**src/rtl/supmon_pkg.sv**
```systemverilog
package supmon_pkg;
  localparam int DW = 8;
  localparam int AW = 2;
  localparam int NSENSE = 3;
  localparam int SYNC_STAGES = 2;

  localparam logic [AW-1:0] A_DET  = 2'd0;
  localparam logic [AW-1:0] A_WARN = 2'd1;
  localparam logic [AW-1:0] A_SRC  = 2'd2;

  // detect control register bit positions
  localparam int B_EN   = 0;
  localparam int B_IE   = 1;
  localparam int B_RE   = 2;
  localparam int B_SEL  = 3;
  localparam int B_ACK  = 6;
  localparam int B_FLAG = 7;
  // warning control register bit positions
  localparam int BW_IE  = 0;
  localparam int BW_SEL = 1;
  // source status bit positions
  localparam int BS_POR = 0;
  localparam int BS_LVD = 1;

  // sensor vector index
  localparam int S_POR = 0;
  localparam int S_LVD = 1;
  localparam int S_LVW = 2;

  typedef struct packed {
    logic en;
    logic ie;
    logic re;
    logic sel;
  } det_cfg_t;

  typedef struct packed {
    logic ie;
    logic sel;
  } warn_cfg_t;

  localparam det_cfg_t  DET_DEF  = '{en: 1'b1, ie: 1'b0, re: 1'b1, sel: 1'b0};
  localparam warn_cfg_t WARN_DEF = '{ie: 1'b0, sel: 1'b0};
endpackage

```
**src/rtl/supmon_sync.sv**
```systemverilog
module supmon_sync #(
  parameter int          W       = 3,
  parameter int          STAGES  = 2,
  parameter logic [W-1:0] RST_VAL = '1
) (
  input  logic         clk,
  input  logic         rst_n,
  input  logic [W-1:0] d,
  output logic [W-1:0] q
);
  logic [STAGES-1:0][W-1:0] stg_q, stg_d;

  generate
    if (STAGES > 1) begin : g_chain
      always_comb stg_d = {stg_q[STAGES-2:0], d};
    end else begin : g_single
      always_comb stg_d = d;
    end
  endgenerate

  always_ff @(posedge clk or negedge rst_n) begin
    if (!rst_n) stg_q <= {STAGES{RST_VAL}};
    else        stg_q <= stg_d;
  end

  assign q = stg_q[STAGES-1];
endmodule

```
**src/rtl/supmon_rstseq.sv**
```systemverilog
module supmon_rstseq (
  input  logic clk,
  input  logic rst_n,
  input  logic por_s,
  input  logic lvd_s,
  input  logic lvd_arm,
  input  logic ext_rst,
  input  logic src_clr,
  output logic hold_q,
  output logic src_por_q,
  output logic src_lvd_q
);
  logic hold_d, src_por_d, src_lvd_d;

  always_comb begin
    // hold continues on a low detect input once entered, whatever the enables
    hold_d    = por_s | ext_rst | (lvd_s & (hold_q | lvd_arm));
    src_por_d = src_por_q;
    src_lvd_d = src_lvd_q;
    if (por_s) begin
      src_por_d = 1'b1;
      src_lvd_d = 1'b1;
    end else if (ext_rst || src_clr) begin
      src_por_d = 1'b0;
      src_lvd_d = 1'b0;
    end else if (lvd_s && lvd_arm) begin
      src_lvd_d = 1'b1;
    end
  end

  always_ff @(posedge clk or negedge rst_n) begin
    if (!rst_n) begin
      hold_q    <= 1'b1;
      src_por_q <= 1'b1;
      src_lvd_q <= 1'b1;
    end else begin
      hold_q    <= hold_d;
      src_por_q <= src_por_d;
      src_lvd_q <= src_lvd_d;
    end
  end
endmodule

```
**src/rtl/supmon_regs.sv**
```systemverilog
module supmon_regs
  import supmon_pkg::*;
(
  input  logic          clk,
  input  logic          rst_n,
  input  logic          hold,
  input  logic          wr_en,
  input  logic [AW-1:0] addr,
  input  logic [DW-1:0] wdata,
  input  logic          lvd_s,
  input  logic          lvw_s,
  input  logic          src_por,
  input  logic          src_lvd,
  output logic [DW-1:0] rdata,
  output det_cfg_t      det_cfg,
  output warn_cfg_t     warn_cfg,
  output logic          det_flag,
  output logic          warn_flag,
  output logic          irq_det,
  output logic          irq_warn
);
  det_cfg_t  det_q, det_d;
  warn_cfg_t warn_q, warn_d;
  logic det_flag_q, det_flag_d, warn_flag_q, warn_flag_d;
  logic det_we, warn_we, det_set, det_clr, warn_set, warn_clr;
  logic unused_wdata;

  assign det_we   = wr_en & (addr == A_DET)  & ~hold;
  assign warn_we  = wr_en & (addr == A_WARN) & ~hold;
  assign det_set  = det_q.en & ~det_q.re & lvd_s;
  assign det_clr  = det_we & wdata[B_ACK];
  assign warn_set = det_q.en & lvw_s & ~lvd_s;
  assign warn_clr = warn_we & wdata[B_ACK];
  assign unused_wdata = ^{wdata[7], wdata[5:4]};

  always_comb begin
    det_d  = det_q;
    warn_d = warn_q;
    if (hold) begin
      det_d  = DET_DEF;
      warn_d = WARN_DEF;
    end else begin
      if (det_we)  det_d  = '{en: wdata[B_EN], ie: wdata[B_IE], re: wdata[B_RE], sel: wdata[B_SEL]};
      if (warn_we) warn_d = '{ie: wdata[BW_IE], sel: wdata[BW_SEL]};
    end
  end

  always_comb begin
    if (hold)         det_flag_d = 1'b0;
    else if (det_set) det_flag_d = 1'b1;
    else if (det_clr) det_flag_d = 1'b0;
    else              det_flag_d = det_flag_q;

    if (hold)          warn_flag_d = 1'b0;
    else if (warn_set) warn_flag_d = 1'b1;
    else if (warn_clr) warn_flag_d = 1'b0;
    else               warn_flag_d = warn_flag_q;
  end

  always_ff @(posedge clk or negedge rst_n) begin
    if (!rst_n) begin
      det_q       <= DET_DEF;
      warn_q      <= WARN_DEF;
      det_flag_q  <= 1'b0;
      warn_flag_q <= 1'b0;
    end else begin
      det_q       <= det_d;
      warn_q      <= warn_d;
      det_flag_q  <= det_flag_d;
      warn_flag_q <= warn_flag_d;
    end
  end

  always_comb begin
    rdata = '0;
    case (addr)
      A_DET: begin
        rdata[B_EN]   = det_q.en;
        rdata[B_IE]   = det_q.ie;
        rdata[B_RE]   = det_q.re;
        rdata[B_SEL]  = det_q.sel;
        rdata[B_FLAG] = det_flag_q;
      end
      A_WARN: begin
        rdata[BW_IE]  = warn_q.ie;
        rdata[BW_SEL] = warn_q.sel;
        rdata[B_FLAG] = warn_flag_q;
      end
      A_SRC: begin
        rdata[BS_POR] = src_por;
        rdata[BS_LVD] = src_lvd;
      end
      default: rdata = '0;
    endcase
  end

  assign det_cfg   = det_q;
  assign warn_cfg  = warn_q;
  assign det_flag  = det_flag_q;
  assign warn_flag = warn_flag_q;
  assign irq_det   = det_flag_q & det_q.ie;
  assign irq_warn  = warn_flag_q & warn_q.ie;
endmodule

```
**src/rtl/supmon_ctrl.sv**
```systemverilog
module supmon_ctrl
  import supmon_pkg::*;
(
  input  logic          clk,
  input  logic          rst_n,
  input  logic          por_i,
  input  logic          lvd_i,
  input  logic          lvw_i,
  input  logic          ext_rst_i,
  input  logic          src_clr_i,
  input  logic          wr_en_i,
  input  logic [AW-1:0] addr_i,
  input  logic [DW-1:0] wdata_i,
  output logic [DW-1:0] rdata_o,
  output logic          sys_rst_n_o,
  output logic          irq_det_o,
  output logic          irq_warn_o,
  output logic          det_en_o,
  output logic          det_sel_o,
  output logic          warn_sel_o
);
  logic [NSENSE-1:0] sense_raw, sense_s;
  logic por_s, lvd_s, lvw_s;
  logic hold_q, src_por, src_lvd, det_flag, warn_flag;
  det_cfg_t  det_cfg;
  warn_cfg_t warn_cfg;

  always_comb begin
    sense_raw        = '0;
    sense_raw[S_POR] = por_i;
    sense_raw[S_LVD] = lvd_i;
    sense_raw[S_LVW] = lvw_i;
  end

  supmon_sync #(.W(NSENSE), .STAGES(SYNC_STAGES), .RST_VAL({NSENSE{1'b1}})) u_sync (
    .clk(clk), .rst_n(rst_n), .d(sense_raw), .q(sense_s)
  );

  assign por_s = sense_s[S_POR];
  assign lvd_s = sense_s[S_LVD];
  assign lvw_s = sense_s[S_LVW];

  supmon_rstseq u_rstseq (
    .clk(clk), .rst_n(rst_n), .por_s(por_s), .lvd_s(lvd_s),
    .lvd_arm(det_cfg.en & det_cfg.re), .ext_rst(ext_rst_i), .src_clr(src_clr_i),
    .hold_q(hold_q), .src_por_q(src_por), .src_lvd_q(src_lvd)
  );

  supmon_regs u_regs (
    .clk(clk), .rst_n(rst_n), .hold(hold_q), .wr_en(wr_en_i), .addr(addr_i),
    .wdata(wdata_i), .lvd_s(lvd_s), .lvw_s(lvw_s), .src_por(src_por),
    .src_lvd(src_lvd), .rdata(rdata_o), .det_cfg(det_cfg), .warn_cfg(warn_cfg),
    .det_flag(det_flag), .warn_flag(warn_flag), .irq_det(irq_det_o),
    .irq_warn(irq_warn_o)
  );

  // power-on input asserts reset without waiting for a clock edge
  assign sys_rst_n_o = ~(por_i | hold_q);
  assign det_en_o    = det_cfg.en;
  assign det_sel_o   = det_cfg.sel;
  assign warn_sel_o  = warn_cfg.sel;
endmodule

```
**config.mk**
```make
export PLATFORM = sky130hd
export DESIGN_NAME = supmon_ctrl
export DESIGN_NICKNAME = d
export VERILOG_FILES = /design/src/rtl/supmon_pkg.sv /design/src/rtl/supmon_sync.sv /design/src/rtl/supmon_rstseq.sv /design/src/rtl/supmon_regs.sv /design/src/rtl/supmon_ctrl.sv
export SDC_FILE = /design/constraint.sdc
export NUM_CORES = 1
export LEC_CHECK = 0
export BUFFER_PORTS_ARGS = -buffer_cell sky130_fd_sc_hd__clkbuf_2
export CORE_MARGIN = 1
export CORE_UTILIZATION = 38
export CTS_CLUSTER_DIAMETER = 200
export CTS_CLUSTER_SIZE = 8
export DETAILED_ROUTE_END_ITERATION = 12
export HOLD_SLACK_MARGIN = 0.05
export SLEW_MARGIN = 30
export SYNTH_ARGS = -nofsm -noshare
export SYNTH_HDL_FRONTEND = slang
export SYNTH_SLANG_ARGS = --single-unit
```
**constraint.sdc**
```tcl
create_clock -name clk -period 1.9 [get_ports clk]
set_input_delay 0.38 -clock clk [delete_from_list [all_inputs] [get_ports clk]]
set_output_delay 0.38 -clock clk [all_outputs]
set_load 0.05 [all_outputs]
```
Word-level counts from Yosys, hierarchy flattened
Cells that the tools add are included.

cells by class
  add/subtract/negate cells = 0
  $mul = 0
  div/mod/pow operators = 0
  order comparisons = 0
  eq/ne operators = 2
  shift-type cells = 0
  mux-type cells = 18
  bitwise logic cells = 22
  reductions and logical operators = 9

operators by type and width
  cell                  count
  $and A1 B1 Y1         14
  $mux W1               11
  $reduce_bool A3 Y1    3
  $mux W4               2
  $mux W2               3
  $pmux W2 S3           1
  $reduce_bool A2 Y1    3
  $not A1 Y1            4
  $or A1 B1 Y1          4
  $eq A2 B1 Y1 const B  1
  $eq A2 B2 Y1 const B  1
  $logic_not A2 Y1      1
  $pmux W1 S2           1
  $logic_and A1 B1 Y1   1
  $logic_or A1 B1 Y1    1

word-level totals
  flip-flop bits (word level) = 17
  bits in latches = 0
  memory bits (writable) = 0
  ROM bits = 0
  input bits = 18
  output and inout port bits = 14
  word-level logic and storage cells = 64
  memories kept = 0

Logic depth before layout (Yosys ltp)
Gate-level depths: netlist (run 1).

  depth in word-level cells = 7
  mapped depth = 3
  mapped depth without buffers = 2

Cells and area by module
From an unflattened synthesis (run 1), not the netlist that was laid out.

unflattened totals
  cell total of the unflattened synthesis = 70
  area total of the unflattened synthesis = 834.6 sq um

by module, submodules not included
  module         instances  cells each  area an instance (sq um)  sequential area each (sq um)
  supmon_regs    1          52          549.3                     202.7
  supmon_sync    1          6           157.7                     157.7
  supmon_rstseq  1          10          117.6                     78.8
  supmon_ctrl    1          2           10.0                      0.0

Worst setup path before layout (run 1)
No wires, ideal clock.

  path kind = register -> output
  start = register u_regs.det_q (netlist bit u_regs.det_cfg[0])
  end = output port rdata_o[3]
  data arrival time = 1.844 ns
  data required time = 1.520 ns
  path slack = -0.324 ns
  stages on the path, launching flop included = 2
  buffers on the path = 0
  cell sequence = dfrtp_1 nor3b_1

on the way
  cells in the longest elaborated chain, start to end = 1

RTL lines
  element                 line               text
  from (decl)             supmon_regs.sv:22  det_cfg_t det_q, det_d;
  from (signal assigned)  supmon_regs.sv:67  det_q <= det_d;
  $mux W2                 supmon_regs.sv:76  case (addr)
  to (decl)               supmon_ctrl.sv:14  output logic [DW-1:0] rdata_o,

Every way passes these cells.

Final worst setup path (run 1)
  start = register u_regs.det_q (netlist bit u_regs.det_cfg[3])
  end = output port rdata_o[0]

on the way
  cells in the longest elaborated chain, start to end = 1

RTL lines
  element      line
  $pmux W2 S3  supmon_regs.sv:76

Every way passes these cells.

==> results.yml, run 1 <==
run_status:
  outcome: "complete, no violations"
worst_setup_path:
  startpoint: "u_regs.det_cfg[3]"
  critPathArrivalTime_ns: 1.41
  critPathMaxFanout: 7
  r2r-end: "u_regs.det_flag"
  end_kind: "output pin"
  worst_r2r_path_depth: 2
  start_kind: "register"
  critPathMaxStageDelay_ns: 0.59
  crit_required_ns: 1.52
  worstReg2RegStart: "u_rstseq.hold_q"
  path_class: "reg2out"
  path_delay_family: "flip-flops"
  path_cells: "mux2i_1, o2bb2ai_2, clkbuf_2"
  r2r_slack_ns: 0.78
  cp_slowest_cell: "dfstp_2"
  crit_buf_inv: 1
hold_path:
  hold_class: "in2reg"
  hold_depth: 1
  holdPathEnd: "u_sync.stg_d[4]"
  hp-start: "lvd_i"
logic_synthesis:
  syn_area_sq_um: 830.8
  synth-edff-count: 0
  ys_types: 23
  postSynthAreaPerCell_sq_um: 12.22
  synth_ff_type: "dfstp_2"
  synth_seq_cells: 17
  syn_inst: 68
  async_flop_share_pct: 100.0
  ys_warn_count: 0
  synth_seq_area_share_pct: 52.86
cts:
  clockBufferDepth: 2
  clock_latency_ns: 0.29
  cts_buffers: 3
  cts_setup_buffers: 0
  cts.sinks: 17
  clkSlewWorstSetupHoldPaths_ns: 0.10
  htree_levels: 1
  root_buffer: "clkbuf_4"
  cts_tree: "done"
sta:
  fin_crit_ns: 1.786
  fin_hold_ws_ns: 0.1668
  max_freq_mhz: 559.9
  finalSetupViolCount: 0
  fin_setup_tns_ns: 0
  rsz0062_at_grt: "no"
  fin_worst_skew_ns: 0.006757
  timing.final.crit_share_pct: 94.00
  hold_violations: 0
  drv_slew: 0
placed_design:
  place_area_sq_um: 970.9
  io_buffers: 25
  dp_hpwl_mm: 1.125
  gp_congestion: 0.7439
die:
  initial_core_util_pct: 41.50
  die-area_sq_mm: 0.002377
  row_count: 16
  die_x_um: 48.76
  core_area_sq_mm: 0.002002
  die_h_um: 48.76
  io_pins: 32
job:
  drv_cap: 0
cells_and_area:
  design_area_sq_mm: 0.001008
  insertedDiodeCount: 0
  drive_above_1_share_pct: 49.47
  nets: 114
  register_area_sq_um: 439.2
  final_common_cell: "clkbuf_2"
  layout_common_cells: "clkbuf_2 (25), dfstp_2 (11), mux2i_1 (9)"
  multi_input_area_sq_um: 361.6
  nFillCells: 194
  syn_to_final_growth_pct: 21.39
  fin_util_pct: 50.38
grt:
  antenna_found_initial: 0
  grt_usage_pct: 13.89
  grt_overflow: 0
  grt_pass1_vias: 526
  grt_start_max_net_pins: 18
  grt_pass1_wl_mm: 2.435
drt:
  ant_nets: 0
  routed_wl_mm: 1.487
  drtPass1Iterations: 3
  wl_per_cell_um: 12.19
  drc: 0
  drt_iter0_markers: 7
  viasPerCell: 4.762
  vias: 581
power:
  power.density_mw_per_mm2: 671.1
  finalPower_mw: 0.6768
  ir_worst_vdd_uv: 520.5
  p_leak_nw: 0.4698
[Yosys cell counts, drive strengths merged (2+ instances only)]
| library cell | count | area share [%] |
|---|---|---|
| dfstp | 11 | 35 |
| mux2i | 9 | 11 |
| nand2b | 7 | 5.3 |
| nor2 | 7 | 3.2 |
| buf | 6 | 6.0 |
| dfrtp | 6 | 18 |
| a21o | 3 | 2.7 |
| and2 | 3 | 2.3 |
| nor3b | 3 | 4.1 |
| a31o | 2 | 2.1 |
| o2bb2ai | 2 | 2.1 |
[worst max-delay path by stage]
stage / endpoint / depth (start not counted)
global route: rdata_o[0] / 3
detailed placement: rdata_o[1] / 4
floorplan: rdata_o[1] / 3
CTS: rdata_o[0] / 3
global placement: rdata_o[1] / 4
finish: rdata_o[0] / 3
[cells by family (layout without fill, tap and decap cells)]
group | Yosys count | after routing | synth area share [%]
other cells | 1 | 3 | 0.4514
compound gates | 9 | 9 | 9.188
mux | 9 | 9 | 10.84
simple gates | 25 | 25 | 20.18
buf+inv | 7 | 32 | 6.475
flops | 17 | 17 | 52.86
[cell type report]
| type | count | share of cell area [%] |
|---|---|---|
| sequential | 17 | 43.55 |
| tap | 27 | 3.350 |
| multi-input combinational | 46 | 35.86 |
| clock buffer | 3 | 2.233 |
| timing repair buffer | 27 | 14.14 |
| clock inverter | 1 | 0.4963 |
| inverter | 1 | 0.3722 |
[report_power, final]
group	total (mW)	internal, mW	switching (mW)
combinational	0.0966	0.0345	0.0621
sequential	0.391	0.382	0.00923
clock	0.189	0.0782	0.111
total	0.677	0.495	0.182
[registers in the layout, summed over array words and instances (netlist names)]
register and cells:
u_rstseq.hold_q 1, u_regs.warn_flag 1, u_regs.warn_cfg 2, u_sync.q 3, u_regs.det_flag 1, u_rstseq.src_por_q 1
u_rstseq.src_lvd_q 1, u_regs.det_cfg 4, u_sync.stg_d 3
[what timing repair did]
item,CTS,global route
hold buffers,1,0
gates resized for setup,0,0
endpoints found under the hold margin,6,0
[per-stage QoR]
| stage | std cells | setup WS (ns) |
|---|---|---|
| after global routing | 122 | 0.05401 |
| after detailed placement | 117 | 0.2739 |
| after global placement | 117 | 0.2686 |
| after floorplan | 70 | 0.1295 |
| final | 122 | 0.1139 |
| after CTS | 122 | 0.08545 |
[routing by layer]
| metal | vias to the layer above | part of all wire (%) | GRT usage (%) |
|---|---|---|---|
| met5 | - | 0 | 0 |
| met4 | 0 | 1.2 | 10.29 |
| met3 | 2 | 6.3 | 2.516 |
| met2 | 21 | 46 | 19.21 |
| met1 | 273 | 47 | 19.16 |
| li1 | 285 | - | - |
(Power assumes the default switching activity.)
==> inputs of run 2 (changes only) <==
- PLACE_DENSITY: not set -> 0.67
- clock period: 1.9 -> 1.5 ns (I/O delays scaled with it)
==> results.yml, run 2 (synthesis results as in run 1) <==
drt:
  drt_iter0_markers: 5
  vias: 609
  ant_nets: 0
  drtPass1Iterations: 2
  viasPerCell: 4.758
  drc: 0
  routed_wl_mm: 1.560
  wl_per_cell_um: 12.19
sta:
  hold_violations: 0
  timing.final.crit_share_pct: 102.7
  fin_setup_tns_ns: -0.06143
  max_freq_mhz: 649.0
  fin_worst_skew_ns: 0.003544
  drv_slew: 0
  finalSetupViolCount: 2
  fin_crit_ns: 1.541
  fin_hold_ws_ns: 0.08914
  rsz0062_at_grt: "yes"
  fin_ws_ns: -0.04082
die:
  die_h_um: 48.76
  row_count: 16
  initial_core_util_pct: 41.50
  core_area_sq_mm: 0.002002
  die-area_sq_mm: 0.002377
  io_pins: 32
  die_x_um: 48.76
power:
  power.density_mw_per_mm2: 783.7
  p_leak_nw: 0.5136
  ir_worst_vdd_uv: 570.4
cells_and_area:
  insertedDiodeCount: 0
  nFillCells: 193
  syn_to_final_growth_pct: 34.34
  layout_common_cells: "clkbuf_2 (19), dfstp_2 (11), mux2i_1 (9)"
  nets: 120
  drive_above_1_share_pct: 53.47
  fin_cells: 128
  final_common_cell: "clkbuf_2"
  largest_reg_flops: 4
grt:
  grt_overflow: 0
  grt_pass1_wl_mm: 2.732
  antenna_found_initial: 0
  grt_usage_pct: 15.11
  grt_pass1_vias: 626
  grt_start_max_net_pins: 18
worst_setup_path:
  crit_required_ns: 1.20
  path_class: "reg2out"
  end_kind: "output pin"
  critPathMaxStageDelay_ns: 0.55
  critPathArrivalTime_ns: 1.24
  start_kind: "register"
  cp_slowest_cell: "dfstp_2"
  critPathMaxFanout: 3
  path_cells: "mux2i_1, o2bb2ai_4, buf_12"
run_status:
  violations: "negative setup slack"
  outcome: "complete, but fails checks"
cts:
  clockBufferDepth: 2
  root_buffer: "clkbuf_4"
  cts.sinks: 17
  clkSlewWorstSetupHoldPaths_ns: 0.09
  cts_tree: "done"
  htree_levels: 1
  clock_latency_ns: 0.28
  cts_buffers: 3
placed_design:
  placed_cells: 119
  gp_congestion: 0.7630
  place_ws_ns: 0.06477
  io_buffers: 25
hold_path:
  hold_class: "in2reg"
job:
  drv_cap: 0
-- run 2: changes by cell type in the layout (fill, tap and decap cells not counted), sizes merged --
cell	before	now
buf	1	10
clkbuf	28	25
-- run 2: path summary, 6_finish.rpt --
check | to | depth (start not counted) | slack [ns] | startpoint
worst max-delay path | rdata_o[0] | 3 | -0.04 | u_regs.det_cfg[3]
worst min-delay path | u_sync.stg_d[5] | 1 | 0.09 | lvw_i
worst max register to register | u_regs.det_flag | 3 | 0.34 | u_rstseq.hold_q
min in group asynchronous | u_regs.det_cfg[2] | 2 | 0.47 | rst_n
max in group asynchronous | u_rstseq.hold_q | 2 | 0.70 | rst_n
worst min register to register | u_sync.q[1] | 0 | 0.36 | u_sync.stg_d[4]
-- run 2: timing repair --
action                                  4_1_cts  5_1_grt
pin swaps                                     1        0
endpoints found under the setup margin        4        5
hold endpoints to repair                      6        0
hold buffers                                  1        0
resized for setup                             3        3
buffers inserted                              4        0
-- run 2: report_power, final --
group	switching [mW]	internal, mW
registers	0.00827	0.484
clock network	0.132	0.0988
logic	0.0883	0.0635
total	0.229	0.646
-- run 2: layout make-up --
class	instances	area (sq um)	share of cell area (%)
clock buffer	3	22.52	2.018
clock inverter	1	5.005	0.4484
timing repair buffer	33	231.5	20.74
inverter	1	3.754	0.3363
multi-input combinational	46	380.4	34.08
tap	27	33.78	3.027
sequential	17	439.2	39.35
-- run 2: worst max-delay path, delay by kind of cell (launching register included) --
kind | cells | cell delay [ns]
DFF | 1 | 0.55
muxes | 1 | 0.10
AOI/OAI and AO/OA | 1 | 0.16
buffers and inverters | 1 | 0.15
-- run 2: routing by layer --
metal / GRT usage [%] / vias up / routed length (um)
li1: - / 297 / -
met5: 0 / - / 0
met4: 5.882 / 0 / 6
met2: 26.39 / 16 / 813
met3: 3.145 / 2 / 49
met1: 18.05 / 294 / 690
-- run 2: through the flow --
stage	power [mW]	area, sq um	util (%)
6_report	0.8746	1116	55.75
3_5_place_dp	0.6462	1035	51.69
5_1_grt	0.9298	1116	55.75
2_1_floorplan	0.5958	873.3	-
4_1_cts	0.8938	1114	55.63
3_3_place_gp	0.6433	1035	51.69
==> inputs of run 3 (changes only) <==
- PLACE_DENSITY: 0.67 -> 0.68
==> results.yml, run 3 (synthesis results as in run 1) <==
worst_setup_path:
  worstReg2RegStart: "u_regs.det_cfg[3]"
  crit_buf_inv: 1
  critPathArrivalTime_ns: 1.26
  path_cells: "mux2i_1, o2bb2ai_2, buf_12"
  critPathMaxStageDelay_ns: 0.55
  end_kind: "output pin"
  crit_required_ns: 1.20
  critPathMaxFanout: 2
  cp_slowest_cell: "dfstp_2"
  path_class: "reg2out"
  start_kind: "register"
  startpoint: "u_rstseq.src_lvd_q"
  path_delay_family: "flip-flops"
  path_depth: 3
  worst_r2r_path_depth: 4
  r2r-end: "u_regs.warn_flag"
  r2r_slack_ns: 0.25
hold_path:
  hold_depth: 1
  hold_class: "in2reg"
  holdPathEnd: "u_sync.stg_d[5]"
  hp-start: "lvw_i"
die:
  die-area_sq_mm: 0.002377
  initial_core_util_pct: 41.50
  core_area_sq_mm: 0.002002
  io_pins: 32
  die_x_um: 48.76
  die_h_um: 48.76
  row_count: 16
grt:
  grt_pass1_vias: 653
  grt_start_max_net_pins: 18
  grt_usage_pct: 16.90
  grt_overflow: 0
  grt_pass1_wl_mm: 2.973
  antenna_found_initial: 0
cells_and_area:
  largest_reg_flops: 4
  insertedDiodeCount: 0
  nFillCells: 178
  final_common_cell: "clkbuf_2"
  drive_above_1_share_pct: 54.46
  nets: 120
  register_area_sq_um: 439.2
  layout_common_cells: "clkbuf_2 (21), dfstp_2 (11), mux2i_1 (8)"
  multi_input_area_sq_um: 390.4
  syn_to_final_growth_pct: 36.90
  design_area_sq_mm: 0.001137
power:
  power.density_mw_per_mm2: 786.4
  p_leak_nw: 0.5168
  ir_worst_vdd_uv: 448.1
run_status:
  violations: "negative setup slack"
  outcome: "complete, but fails checks"
cts:
  clkSlewWorstSetupHoldPaths_ns: 0.10
  cts_tree: "done"
  clock_latency_ns: 0.29
  htree_levels: 1
  cts_buffers: 3
  clockBufferDepth: 2
  root_buffer: "clkbuf_4"
  cts.sinks: 17
sta:
  fin_ws_ns: -0.05986
  timing.final.crit_share_pct: 104.0
  fin_worst_skew_ns: 0.006035
  rsz0062_at_grt: "yes"
  drv_slew: 0
  fin_setup_tns_ns: -0.09897
  max_freq_mhz: 641.1
  hold_violations: 0
  finalSetupViolCount: 2
  fin_crit_ns: 1.560
drt:
  drt_iter0_markers: 1
  routed_wl_mm: 1.733
  ant_nets: 0
  drtPass1Iterations: 4
  drc: 0
  wl_per_cell_um: 13.54
  viasPerCell: 4.930
  vias: 631
placed_design:
  gp_congestion: 0.7359
  dp_hpwl_mm: 1.264
  place_area_sq_mm: 0.001040
  io_buffers: 25
job:
  drv_cap: 0
[run 3: cell types whose count changed in the layout (fill, tap and decap cells not counted), sizes merged]
| cell | previous run | this run |
|---|---|---|
| clkbuf | 25 | 24 |
| buf | 10 | 11 |
[run 3: power by group]
part	switching (mW)	total [mW]	internal [mW]
clock network	0.142	0.242	0.0994
registers	0.00906	0.493	0.484
logic	0.0921	0.160	0.0681
total	0.243	0.894	0.651
[run 3: area by class of cell]
class                      instances  share of cell area, %
sequential                        17                  38.61
multi-input combinational         46                  34.32
timing repair buffer              33                  21.34
tap                               27                  2.970
clock buffer                       3                  1.980
clock inverter                     1                 0.4400
inverter                           1                 0.3300
[run 3: per-layer routing]
metal  up-vias  part of all wire [%]  wire length [um]  track usage [%]
li1        296                     -                 -                -
met1       309                    43               742            19.80
met2        22                    51               882            28.94
met3         4                   4.6                80            3.459
met4         0                   1.6                28            8.824
met5         -                     0                 0                0
[run 3: worst max path at each step]
stage / to
after detailed placement: rdata_o[0]
after global routing: rdata_o[1]
final: rdata_o[1]
after CTS: rdata_o[1]
after floorplan: rdata_o[3]
after global placement: rdata_o[1]
[run 3: worst reg2reg max path: cells and delay by family, from the launching register on]
family	cells	cell delay, ns
flops	1	0.55
simple gates	1	0.26
buf+inv	2	0.23
compound gates	1	0.15
[run 3: stage by stage]
stage | utilization, % | std cells | setup slack (ns) | hold WS (ns) | power [mW]
floorplan | - | 70 | -0.1716 | 0.004409 | 0.5958
global placement | 51.94 | 118 | 0.1456 | 0.2442 | 0.6454
detailed placement | 51.94 | 118 | 0.1247 | 0.2445 | 0.6503
CTS | 56.06 | 127 | -0.07956 | 0.07027 | 0.9053
global route | 56.81 | 128 | -0.1099 | 0.06476 | 0.9387
finish | 56.81 | 128 | -0.05986 | 0.08029 | 0.8944
[run 3: repair_timing]
item,in CTS,in global routing
pin swaps,1,0
resized for setup,4,3
hold buffers,1,0
endpoints found under the hold margin,6,0
setup endpoints to repair,4,4
setup buffers,4,1
